## config.mk

```make
export PLATFORM = sky130hd
export DESIGN_NAME = tri_level_cmd_decoder
export DESIGN_NICKNAME = d
export VERILOG_FILES = /design/src/rtl/tlcd_pkg.sv /design/src/rtl/tlcd_sync.sv /design/src/rtl/tlcd_classify.sv /design/src/rtl/tlcd_qualifier.sv /design/src/rtl/tri_level_cmd_decoder.sv
export SDC_FILE = /design/constraint.sdc
export NUM_CORES = 1
export LEC_CHECK = 0
export ABC_CLOCK_PERIOD_IN_PS = 2100
export BUFFER_PORTS_ARGS = -buffer_cell sky130_fd_sc_hd__clkbuf_2
export CORE_MARGIN = 3
export CORE_UTILIZATION = 47
export CTS_BUF_LIST = sky130_fd_sc_hd__clkbuf_4 sky130_fd_sc_hd__clkbuf_8 sky130_fd_sc_hd__clkbuf_16
export CTS_CLUSTER_DIAMETER = 120
export CTS_CLUSTER_SIZE = 40
export DETAILED_ROUTE_END_ITERATION = 10
export PLACE_DENSITY = 0.65
export SLEW_MARGIN = 20
export SYNTH_ARGS = -nofsm -noshare
export SYNTH_HDL_FRONTEND = slang
export SYNTH_SLANG_ARGS = --single-unit
```

## constraint.sdc

```tcl
create_clock -name clk -period 2.1 [get_ports clk]
set_input_delay 0.21 -clock clk [delete_from_list [all_inputs] [get_ports clk]]
set_output_delay 0.21 -clock clk [all_outputs]
set_load 0.02 [all_outputs]
```

## src/rtl/tlcd_pkg.sv

```systemverilog
`timescale 1ns/1ps
package tlcd_pkg;

  typedef enum logic [1:0] {
    LV_MID  = 2'd0,
    LV_LOW  = 2'd1,
    LV_HIGH = 2'd2,
    LV_PROG = 2'd3
  } level_t;

  // microseconds to clock cycles, kept in integer arithmetic
  function automatic int unsigned us_to_cycles(input int unsigned clk_hz,
                                               input int unsigned us);
    return ((clk_hz / 1000) * us) / 1000;
  endfunction

  // programming flag wins over high, high wins over low
  function automatic level_t pick_level(input logic lo, input logic hi,
                                        input logic pr);
    if (pr)      return LV_PROG;
    else if (hi) return LV_HIGH;
    else if (lo) return LV_LOW;
    else         return LV_MID;
  endfunction

  function automatic logic is_upper(input level_t lv);
    return (lv == LV_HIGH) || (lv == LV_PROG);
  endfunction

endpackage

```

## src/rtl/tlcd_sync.sv

```systemverilog
`timescale 1ns/1ps
module tlcd_sync #(
  parameter int unsigned WIDTH  = 4,
  parameter int unsigned STAGES = 2
) (
  input  logic             clk,
  input  logic             rst_n,
  input  logic [WIDTH-1:0] d_i,
  output logic [WIDTH-1:0] q_o
);

  logic [WIDTH-1:0] pipe [STAGES];

  generate
    for (genvar s = 0; s < STAGES; s++) begin : g_stage
      if (s == 0) begin : g_first
        always_ff @(posedge clk or negedge rst_n) begin
          if (!rst_n) pipe[s] <= '0;
          else        pipe[s] <= d_i;
        end
      end else begin : g_next
        always_ff @(posedge clk or negedge rst_n) begin
          if (!rst_n) pipe[s] <= '0;
          else        pipe[s] <= pipe[s-1];
        end
      end
    end
  endgenerate

  assign q_o = pipe[STAGES-1];

endmodule

```

## src/rtl/tlcd_classify.sv

```systemverilog
`timescale 1ns/1ps
module tlcd_classify
  import tlcd_pkg::*;
(
  input  logic   lo_i,
  input  logic   hi_i,
  input  logic   pr_i,
  output level_t lv_o
);

  always_comb lv_o = pick_level(lo_i, hi_i, pr_i);

endmodule

```

## src/rtl/tlcd_qualifier.sv

```systemverilog
`timescale 1ns/1ps
module tlcd_qualifier
  import tlcd_pkg::*;
#(
  parameter int unsigned ACC_CYC  = 1000,
  parameter int unsigned GAP_CYC  = 100,
  parameter int unsigned PROG_CYC = 2000
) (
  input  logic   clk,
  input  logic   rst_n,
  input  level_t lv_i,
  input  logic   en_i,
  output logic   inc_o,
  output logic   dec_o,
  output logic   prog_o
);

  localparam int unsigned TOP = (ACC_CYC > PROG_CYC) ? ACC_CYC : PROG_CYC;
  localparam int unsigned CW  = $clog2(TOP + 2);
  localparam logic [CW-1:0] ACC_L  = CW'(ACC_CYC);
  localparam logic [CW-1:0] GAP_L  = CW'(GAP_CYC);
  localparam logic [CW-1:0] PROG_L = CW'(PROG_CYC);
  localparam logic [CW-1:0] PSAT_L = CW'(PROG_CYC + 1);

  level_t        st_q;           // LV_MID when idle, else excursion direction
  logic [CW-1:0] w_cnt, m_cnt, p_cnt;
  logic          gap_ok_q, void_q, prog_seen_q, first_pend_q;

  // named events
  logic in_exc, exc_start, exc_end, dir_flip, width_ok;
  logic exc_qual, count_ok, first_drop, count_go, fire_prog;

  always_comb begin
    in_exc     = (st_q != LV_MID);
    exc_start  = !in_exc && (lv_i != LV_MID);
    exc_end    = in_exc && (lv_i == LV_MID);
    dir_flip   = ((st_q == LV_LOW) && is_upper(lv_i)) ||
                 ((st_q == LV_HIGH) && (lv_i == LV_LOW));
    width_ok   = (w_cnt >= ACC_L);
    exc_qual   = exc_end && width_ok && gap_ok_q && !void_q && !prog_seen_q;
    count_ok   = exc_qual && en_i;
    first_drop = count_ok && first_pend_q;
    count_go   = count_ok && !first_pend_q;
    fire_prog  = (lv_i == LV_PROG) && (p_cnt == PROG_L) && en_i;
  end

  always_ff @(posedge clk or negedge rst_n) begin
    if (!rst_n) begin
      st_q         <= LV_MID;
      w_cnt        <= '0;
      m_cnt        <= '0;
      p_cnt        <= '0;
      gap_ok_q     <= 1'b0;
      void_q       <= 1'b0;
      prog_seen_q  <= 1'b0;
      first_pend_q <= 1'b1;
    end else begin
      if (exc_start) begin
        st_q        <= (lv_i == LV_LOW) ? LV_LOW : LV_HIGH;
        w_cnt       <= CW'(1);
        gap_ok_q    <= (m_cnt >= GAP_L);
        void_q      <= 1'b0;
        prog_seen_q <= (lv_i == LV_PROG);
        p_cnt       <= (lv_i == LV_PROG) ? CW'(1) : '0;
      end else if (exc_end) begin
        st_q  <= LV_MID;
        m_cnt <= CW'(1);
        p_cnt <= '0;
      end else if (in_exc) begin
        if (w_cnt < ACC_L) w_cnt <= w_cnt + 1'b1;
        if (dir_flip) begin
          void_q <= 1'b1;
          st_q   <= (lv_i == LV_LOW) ? LV_LOW : LV_HIGH;
        end
        if (lv_i == LV_PROG) begin
          prog_seen_q <= 1'b1;
          if (p_cnt < PSAT_L) p_cnt <= p_cnt + 1'b1;
        end else begin
          p_cnt <= '0;
        end
      end else begin
        if (m_cnt < GAP_L) m_cnt <= m_cnt + 1'b1;
      end
      if (first_drop) first_pend_q <= 1'b0;
    end
  end

  always_ff @(posedge clk or negedge rst_n) begin
    if (!rst_n) begin
      inc_o  <= 1'b0;
      dec_o  <= 1'b0;
      prog_o <= 1'b0;
    end else begin
      inc_o  <= count_go && (st_q == LV_LOW);
      dec_o  <= count_go && (st_q == LV_HIGH);
      prog_o <= fire_prog;
    end
  end

  // ---------------- assertions ----------------
  assert_inc_single_R11: assert property (@(posedge clk) disable iff (!rst_n)
    inc_o |=> !inc_o);
  assert_dec_single_R11: assert property (@(posedge clk) disable iff (!rst_n)
    dec_o |=> !dec_o);
  assert_exclusive_R11: assert property (@(posedge clk) disable iff (!rst_n)
    $countones({inc_o, dec_o, prog_o}) <= 1);
  assert_no_strobe_disabled_R9: assert property (@(posedge clk) disable iff (!rst_n)
    !$past(en_i) |-> !(inc_o || dec_o || prog_o));
  assert_count_after_mid_R2: assert property (@(posedge clk) disable iff (!rst_n)
    (inc_o || dec_o) |-> ($past(lv_i) == LV_MID));
  assert_prog_at_level_R7: assert property (@(posedge clk) disable iff (!rst_n)
    prog_o |-> ($past(lv_i) == LV_PROG));
  assert_prog_single_R7: assert property (@(posedge clk) disable iff (!rst_n)
    prog_o |=> !prog_o);
  assert_discard_once_R6: assert property (@(posedge clk) disable iff (!rst_n)
    !$rose(first_pend_q));
  assert_count_after_drop_R6: assert property (@(posedge clk) disable iff (!rst_n)
    (inc_o || dec_o) |-> !first_pend_q);
  assert_width_bound_R4: assert property (@(posedge clk) disable iff (!rst_n)
    w_cnt <= ACC_L);
  assert_hold_bound_R7: assert property (@(posedge clk) disable iff (!rst_n)
    p_cnt <= PSAT_L);

endmodule

```

## src/rtl/tri_level_cmd_decoder.sv

```systemverilog
`timescale 1ns/1ps
module tri_level_cmd_decoder
  import tlcd_pkg::*;
#(
  parameter int unsigned CLK_HZ      = 125_000_000,
  parameter int unsigned QUAL_US     = 100,
  parameter int unsigned GAP_US      = 10,
  parameter int unsigned PROG_US     = 200,
  parameter int unsigned SYNC_STAGES = 2
) (
  input  logic clk,
  input  logic rst_n,
  input  logic en_i,
  input  logic below_lo_i,
  input  logic above_hi_i,
  input  logic above_prog_i,
  output logic inc_o,
  output logic dec_o,
  output logic prog_req_o
);

  localparam int unsigned ACC_CYC  = us_to_cycles(CLK_HZ, QUAL_US);
  localparam int unsigned GAP_CYC  = us_to_cycles(CLK_HZ, GAP_US);
  localparam int unsigned PROG_CYC = us_to_cycles(CLK_HZ, PROG_US);

  logic [3:0] raw, synced;
  level_t     lv;

  assign raw = {en_i, above_prog_i, above_hi_i, below_lo_i};

  tlcd_sync #(.WIDTH(4), .STAGES(SYNC_STAGES)) u_sync (
    .clk   (clk),
    .rst_n (rst_n),
    .d_i   (raw),
    .q_o   (synced)
  );

  tlcd_classify u_class (
    .lo_i (synced[0]),
    .hi_i (synced[1]),
    .pr_i (synced[2]),
    .lv_o (lv)
  );

  tlcd_qualifier #(
    .ACC_CYC  (ACC_CYC),
    .GAP_CYC  (GAP_CYC),
    .PROG_CYC (PROG_CYC)
  ) u_qual (
    .clk    (clk),
    .rst_n  (rst_n),
    .lv_i   (lv),
    .en_i   (synced[3]),
    .inc_o  (inc_o),
    .dec_o  (dec_o),
    .prog_o (prog_req_o)
  );

endmodule

```

### After elaboration in Yosys (flattened, before gate mapping)

Index checks and enable logic that the tools add are counted.

* $add $sub $neg: 3
* order comparisons: 5
* equality and inequality tests: 9
* muxes and demuxes: 29
* bitwise logic cells: 1
* reductions and logical operators: 37

Operator list (number)
* 2-to-1 mux 15 bit: 12
* adder 15 x 1 -> 15 bit (second input constant): 3
* equality test 15 bit (second input constant): 1
* >= comparator 15 x 11 -> 1 bit (second input constant): 1
* >= comparator 15 x 14 -> 1 bit (second input constant): 1
* logical AND 1 bit: 15
* < comparator 15 x 11 -> 1 bit (second input constant): 1
* < comparator 15 x 14 -> 1 bit (second input constant): 1
* < comparator 15 bit (second input constant): 1
* 2-to-1 mux 2 bit: 7
* nonzero test 2 bit: 7
* AND reduction 3 bit: 4
* 2-to-1 mux 1 bit: 10
* equality test 2 bit (second input constant): 3
* nonzero test 3 bit: 2
* equality test 2 x 1 -> 1 bit (second input constant): 2
* zero test 1 bit: 4
* inequality test 4 x 2 -> 1 bit (second input constant): 1
* AND reduction 2 bit: 2
* zero test 2 bit: 1
* logical OR 1 bit: 2
* inequality test 2 x 1 -> 1 bit (second input constant): 1
* inequality test 2 bit (second input constant): 1
* NOT 1 bit: 1

* bits in registers: 62
* input port bits: 6
* output and inout port bits: 3
* logic and storage cells: 97

### Logic depth before layout (Yosys ltp)

* depth after elaboration: 12
* mapped depth: 11
* gate-level depth less buffers: 8

### By module

A second synthesis with hierarchy kept.

* cells, all modules: 327
* area total of the unflattened synthesis: 3159.3 um^2

Modules (own cells, without submodules)
* tlcd_qualifier: instances 1, cells an instance 312, area an instance 2911.5 um^2, seq. area each 1352.5 um^2
* tlcd_sync: instances 1, cells an instance 12, area an instance 230.2 um^2, seq. area each 200.2 um^2
* tlcd_classify: instances 1, cells an instance 3, area an instance 17.5 um^2, seq. area each 0.0 um^2

### Least setup slack after synthesis

OpenSTA, ideal clock, no wires.

* path kind: reg-to-reg
* start: reg u_sync.pipe, in the netlist u_sync.q_o[2]
* end: reg u_qual.m_cnt[3]
* setup time: 78 ps
* arrival time: 2149 ps
* required time: 2022 ps
* path slack: -127 ps
* cell stages (with the launch flop): 10
* buffers on the path: 2
* period minus slack after synthesis: 2227 ps
* path through: dfrtp_1 -> buf_2 -> nor3_2 -> inv_1 -> ha_1 -> clkbuf_1 -> nor2_1 -> nand4_1 -> or3_1 -> a21oi_1

* longest elaborated chain between the ends: 5
* elaborated cells between the ends (all ways): 10
* those cells by class: eq/ne (1); mux (2); bitwise (1); reduce/logical (6)

Ends and longest elaborated chain
* start: declaration: line tlcd_sync.sv:12 `logic [WIDTH-1:0] pipe [STAGES];`
* start signal: indexed assignment: line tlcd_sync.sv:24 `else pipe[s] <= pipe[s-1];`
* 2-to-1 mux 2 bit: line tlcd_pkg.sv:20 `if (pr) return LV_PROG;`
* nonzero test 2 bit: line tlcd_qualifier.sv:35 `exc_start = !in_exc && (lv_i != LV_MID);`
* logical AND 1 bit: line tlcd_qualifier.sv:35
* via u_qual.exc_start: line tlcd_qualifier.sv:30 `logic in_exc, exc_start, exc_end, dir_flip, width_ok;`
* NOT 1 bit (no line)
* AND reduction 3 bit (no line)
* end signal: assignment: line tlcd_qualifier.sv:82 `if (m_cnt < GAP_L) m_cnt <= m_cnt + 1'b1;`
* end: declaration: line tlcd_qualifier.sv:26 `logic [CW-1:0] w_cnt, m_cnt, p_cnt;`

The timed path passes the listed nets, and every way through them passes these cells.
A chain may end at the register's enable or synchronous reset.

### Final worst setup path

* start: reg u_sync.pipe, in the netlist u_sync.q_o[0]
* end: reg u_qual.m_cnt[3]

* longest elaborated chain between the ends: 7
* elaborated cells between the ends (all ways): 12
* those cells by class: eq/ne (1); mux (4); bitwise (1); reduce/logical (6)

Ends and longest elaborated chain
* 2-to-1 mux 1 bit (*): line tlcd_pkg.sv:22 `else if (lo) return LV_LOW;`
* 2-to-1 mux 2 bit (*): line tlcd_pkg.sv:21 `else if (hi) return LV_HIGH;`
* 2-to-1 mux 2 bit (*): line tlcd_pkg.sv:20
* zero test 2 bit or nonzero test 2 bit (tied branches): line tlcd_qualifier.sv:36, tlcd_qualifier.sv:35
* logical AND 1 bit (on tied branches): line tlcd_qualifier.sv:36, tlcd_qualifier.sv:35
* inequality test 2 bit (no line), or another cell as far along
* AND reduction 3 bit (no line)

Mark *: on every way between the ends. The rest lies on a longest branch, timed or not.

==> results.md <==
Setup path:
- The launching element type of the critical path is a register.
- The top fanout value on the critical path is 6.
- By startpoint and endpoint, the worst setup path is classified as reg2reg.
- The required arrival time at the worst endpoint is 2.37 ns.
- STA puts the critical path data arrival time at 2.20 ns.
- The element type at the critical path end is a register.

Yosys:
- The flip-flop and latch count after synthesis is 62.
- The synthesized netlist net count is 371.
- The summed instance area of the synthesized netlist is 3280 sq um.
- The synthesis warning total is 0.
- Dividing the synthesized area by the synthesized cell count gives 9.27 sq um.
- The number of flops mapped to enable cells by yosys is 0.
- The number of library cell types mapped by synthesis is 50.
- The primary flip-flop cell chosen by synthesis mapping is sky130_fd_sc_hd__dfrtp_1.
- In the synthesized netlist the async set-or-reset flop fraction comes to 1.00.
- The sequential area share after synthesis is 0.473.
- In the synthesized netlist, the number of instances is 354.

Cells and area:
- The filler cells instantiated in the layout total 562.
- In the layout the commonest cells are sky130_fd_sc_hd__dfrtp_1, sky130_fd_sc_hd__nor2_1, sky130_fd_sc_hd__o21ai_0, sky130_fd_sc_hd__nand2_1, sky130_fd_sc_hd__o21ai_1.
- The area added between synthesis and finish is 17.2%.
- The number of antenna diodes in the final layout is 0.
- In the final layout, the multi-input gates occupy 1630 sq um.
- In the final design database the tool counted 400 nets.
- Across the whole layout, storage elements account for 1550 sq um.
- The count of cells in the finished layout, fillers not included, comes to 481.
- The final instance area is 3840 sq um.
- In the final layout, the share of cells above drive strength 1 is 0.170.
- The leading cell type in the layout, fill and taps excluded is sky130_fd_sc_hd__dfrtp_1.

CTS:
- The number of H-tree levels is 3.
- The clock transition at the registers of the reported paths is 0.08 ns.
- The tree built by TritonCTS fans out to 62 sinks.
- TritonCTS built the clock tree.
- Clock tree synthesis inserted a total of 9 buffers.
- The clock insertion delay at the later pin of the skew report is 0.34 ns.
- The number of buffers on the longest clock path is 2.
- The buffer type at the clock tree root is sky130_fd_sc_hd__clkbuf_8.

Placed design:
- The final HPWL from detailed placement is 4.66 mm.
- After detailed placement, the total cell area comes to 3530 sq um.
- During placement, the flow inserted port buffers numbering 8.
- At the end of routability-driven placement, the weighted congestion stood at 0.843.
- The placed cell count is 460.
- The pre-CTS setup slack is 0.114 ns.

Timing:
- For the pin with the worst max-slew slack, the measured transition is 0.673 ns.
- The routed design could run at a clock period as short as 1.93 ns.
- Of the available clock period, the critical path in the final layout requires 0.917.
- The highest clock frequency the design can meet is 0.519 GHz.
- The number of pins with negative max-slew slack in the final report was 0.
- The final setup violation count is 0.
- On the final layout, the worst clock skew is 0.00874 ns.
- The tightest slew margin relative to the limit is 0.550.
- On the final layout, the worst hold slack is 0.353 ns.
- The final worst slack is 0.175 ns.
- Setup repair after global routing could not meet its margin everywhere.
- The hold violation total from the final report is 0.

Power:
- The switching share of power is 0.303.
- The power share of the sequential group is 0.466.
- The share of total power dissipated in combinational logic is 0.170.
- The static leakage is 1.62 nW.
- The overall power after layout is 3.21 mW.
- The maximum vdd drop is 0.501 mV.
- The internal power is 2.24 mW.
- The power per cell area is 836 nW/um^2.
- Of the total power, the clock network draws 0.364.
- The analysis attributes to net switching a power of 0.975 mW.

Run status:
- The run finished with clean final reports.

Drt:
- The count of nets left with antenna violations once routing finished came out at 0.
- Summed over all nets, wire length on met3 after detailed routing comes to 271 um.
- The count of vias placed by the detailed router is 2740.
- The average vias per placed instance is 5.70.
- The number of iterations in the first detailed-routing pass is 5.
- In the final routed layout, each cell accounts on average for 14.2 um.
- The routed metal-1 wirelength is 3.54 mm.
- In this run, the number of DRC markers left after iteration 0 of detailed routing was 181.
- The routed length on met2 is 2.94 mm.
- In the routed design, unresolved DRC markers number 0.
- The highest metal layer carrying signal wires in the routed design is met4.
- For this block, the routed nets add up to 6.82 mm of wire.

Global routing:
- The via count of the first global-routing pass is 2505.
- The first-pass GRT wire length is 11.8 mm.
- The total global routing overflow is 0.
- The pin count of the biggest net entering global routing is 42.
- The total global routing track utilization is 0.189.
- The initial antenna violation count is 0.

Floorplanning:
- The starting utilization of the core area is 0.500.
- In this run the standard cell core region covers 6570 sq um.
- The number of rows created at floorplan is 29.
- During I/O placement, the number of pins put on the boundary was 9.
- The overall die height is 89.6 um.
- The die covers 8020 sq um.
- The floorplan step set the die width to 89.6 um.

Run:
- The tool flagged a number of max-cap violations equal to 0.

Worst hold path:
- The type of the tightest min-delay check is reg2reg.
## registers in the layout (all words and copies together) (netlist names)
name,flops
u_sync.q_o,4
u_qual.inc_o,1
u_qual.st_q,2
u_qual.m_cnt,15
u_qual.prog_seen_q,1
u_qual.gap_ok_q,1
u_qual.first_pend_q,1
u_qual.p_cnt,15
u_qual.void_q,1
u_qual.prog_o,1
u_qual.w_cnt,15
u_sync.pipe,4
u_qual.dec_o,1
## cell usage after synthesis (9+ instances only)
| cell type | count | area share |
|---|---|---|
| sky130_fd_sc_hd__nand3_1 | 18 | 0.027 |
| sky130_fd_sc_hd__a21oi_1 | 10 | 0.015 |
| sky130_fd_sc_hd__nor2_1 | 38 | 0.043 |
| sky130_fd_sc_hd__nand4_1 | 12 | 0.023 |
| sky130_fd_sc_hd__a31oi_1 | 9 | 0.017 |
| sky130_fd_sc_hd__o21ai_0 | 30 | 0.046 |
| sky130_fd_sc_hd__ha_1 | 11 | 0.042 |
| sky130_fd_sc_hd__nand2_1 | 26 | 0.030 |
| sky130_fd_sc_hd__dfrtp_1 | 61 | 0.47 |
| sky130_fd_sc_hd__inv_1 | 16 | 0.018 |
| sky130_fd_sc_hd__o21ai_1 | 19 | 0.029 |
| sky130_fd_sc_hd__nor4_1 | 9 | 0.017 |
## power groups by stage
stage	logic, mW	clock network (mW)	registers [mW]
after CTS	0.544	1.19	1.49
after global placement	0.522	0	1.51
after global routing	0.631	1.25	1.52
after floorplan	0.413	0	1.47
after detailed placement	0.536	0	1.52
final	0.547	1.17	1.50
## per-layer routing
metal  vias up  track usage
li1       1354            -
met1      1322        0.276
met5         -            0
met2        55        0.274
met3         9       0.0498
met4         0       0.0568
## per-stage QoR
stage / util / TNS (ns)
after floorplan: - / 0
after global placement: 0.538 / 0
after detailed placement: 0.538 / 0
after CTS: 0.580 / 0
after global routing: 0.585 / -0.00113
final: 0.585 / 0
## cell families (layout without fill, tap and decap cells)
| kind of cell | after synthesis | after routing | synth area share |
|---|---|---|---|
| AND/OR/NAND/NOR | 142 | 142 | 0.234 |
| AO/OA/AOI/OAI | 100 | 100 | 0.189 |
| flip-flops | 62 | 62 | 0.473 |
| buffers and inverters | 32 | 66 | 0.0423 |
| adder cells (fa/ha/maj) | 11 | 11 | 0.0419 |
| XOR/XNOR | 5 | 5 | 0.0133 |
| multiplexers | 2 | 2 | 0.00610 |
## final timing paths
check | end | depth (start not counted) | slack, ns | start
hold / removal | u_sync.q_o[3]$_DFF_PN0_ | 0 | 0.35 | u_sync.pipe[7]$_DFF_PN0_
hold reg to reg | u_sync.q_o[3]$_DFF_PN0_ | 0 | 0.35 | u_sync.pipe[7]$_DFF_PN0_
min in group asynchronous | u_qual.p_cnt[5]$_DFFE_PN0P_ | 2 | 0.40 | rst_n
max in group asynchronous | u_qual.st_q[0]$_DFFE_PN0P_ | 3 | 1.08 | rst_n
setup / recovery | u_qual.m_cnt[3]$_DFFE_PN0P_ | 7 | 0.17 | u_sync.q_o[0]$_DFF_PN0_
setup reg to reg | u_qual.m_cnt[3]$_DFFE_PN0P_ | 7 | 0.17 | u_sync.q_o[0]$_DFF_PN0_
## repair_timing
| item | in CTS | in global routing |
|---|---|---|
| hold buffers | 5 | 0 |
| endpoints found under the setup margin | 0 | 14 |
| hold endpoints to repair | 24 | 0 |
| setup buffers | 0 | 0 |
| gates resized for setup | 0 | 9 |
## worst max-delay path, cell delays in order, from the launching register on
cell and delay, ns:
sky130_fd_sc_hd__dfrtp_1 0.42, sky130_fd_sc_hd__nor3_4 0.20, sky130_fd_sc_hd__inv_1 0.08, sky130_fd_sc_hd__ha_1 0.27, sky130_fd_sc_hd__nor2_4 0.15, sky130_fd_sc_hd__nand4_1 0.23, sky130_fd_sc_hd__or3_1 0.37, sky130_fd_sc_hd__a21oi_1 0.14
## area by class of cell
class / instances / area share
clock inverters: 7 / 0.0257
inverters: 17 / 0.0166
repair buffers: 33 / 0.0667
well taps: 93 / 0.0303
clock buffers: 9 / 0.0322
flip-flops and latches: 62 / 0.404
multi-input cells: 260 / 0.425
No activity file was read; power rests on OpenSTA's default activity.
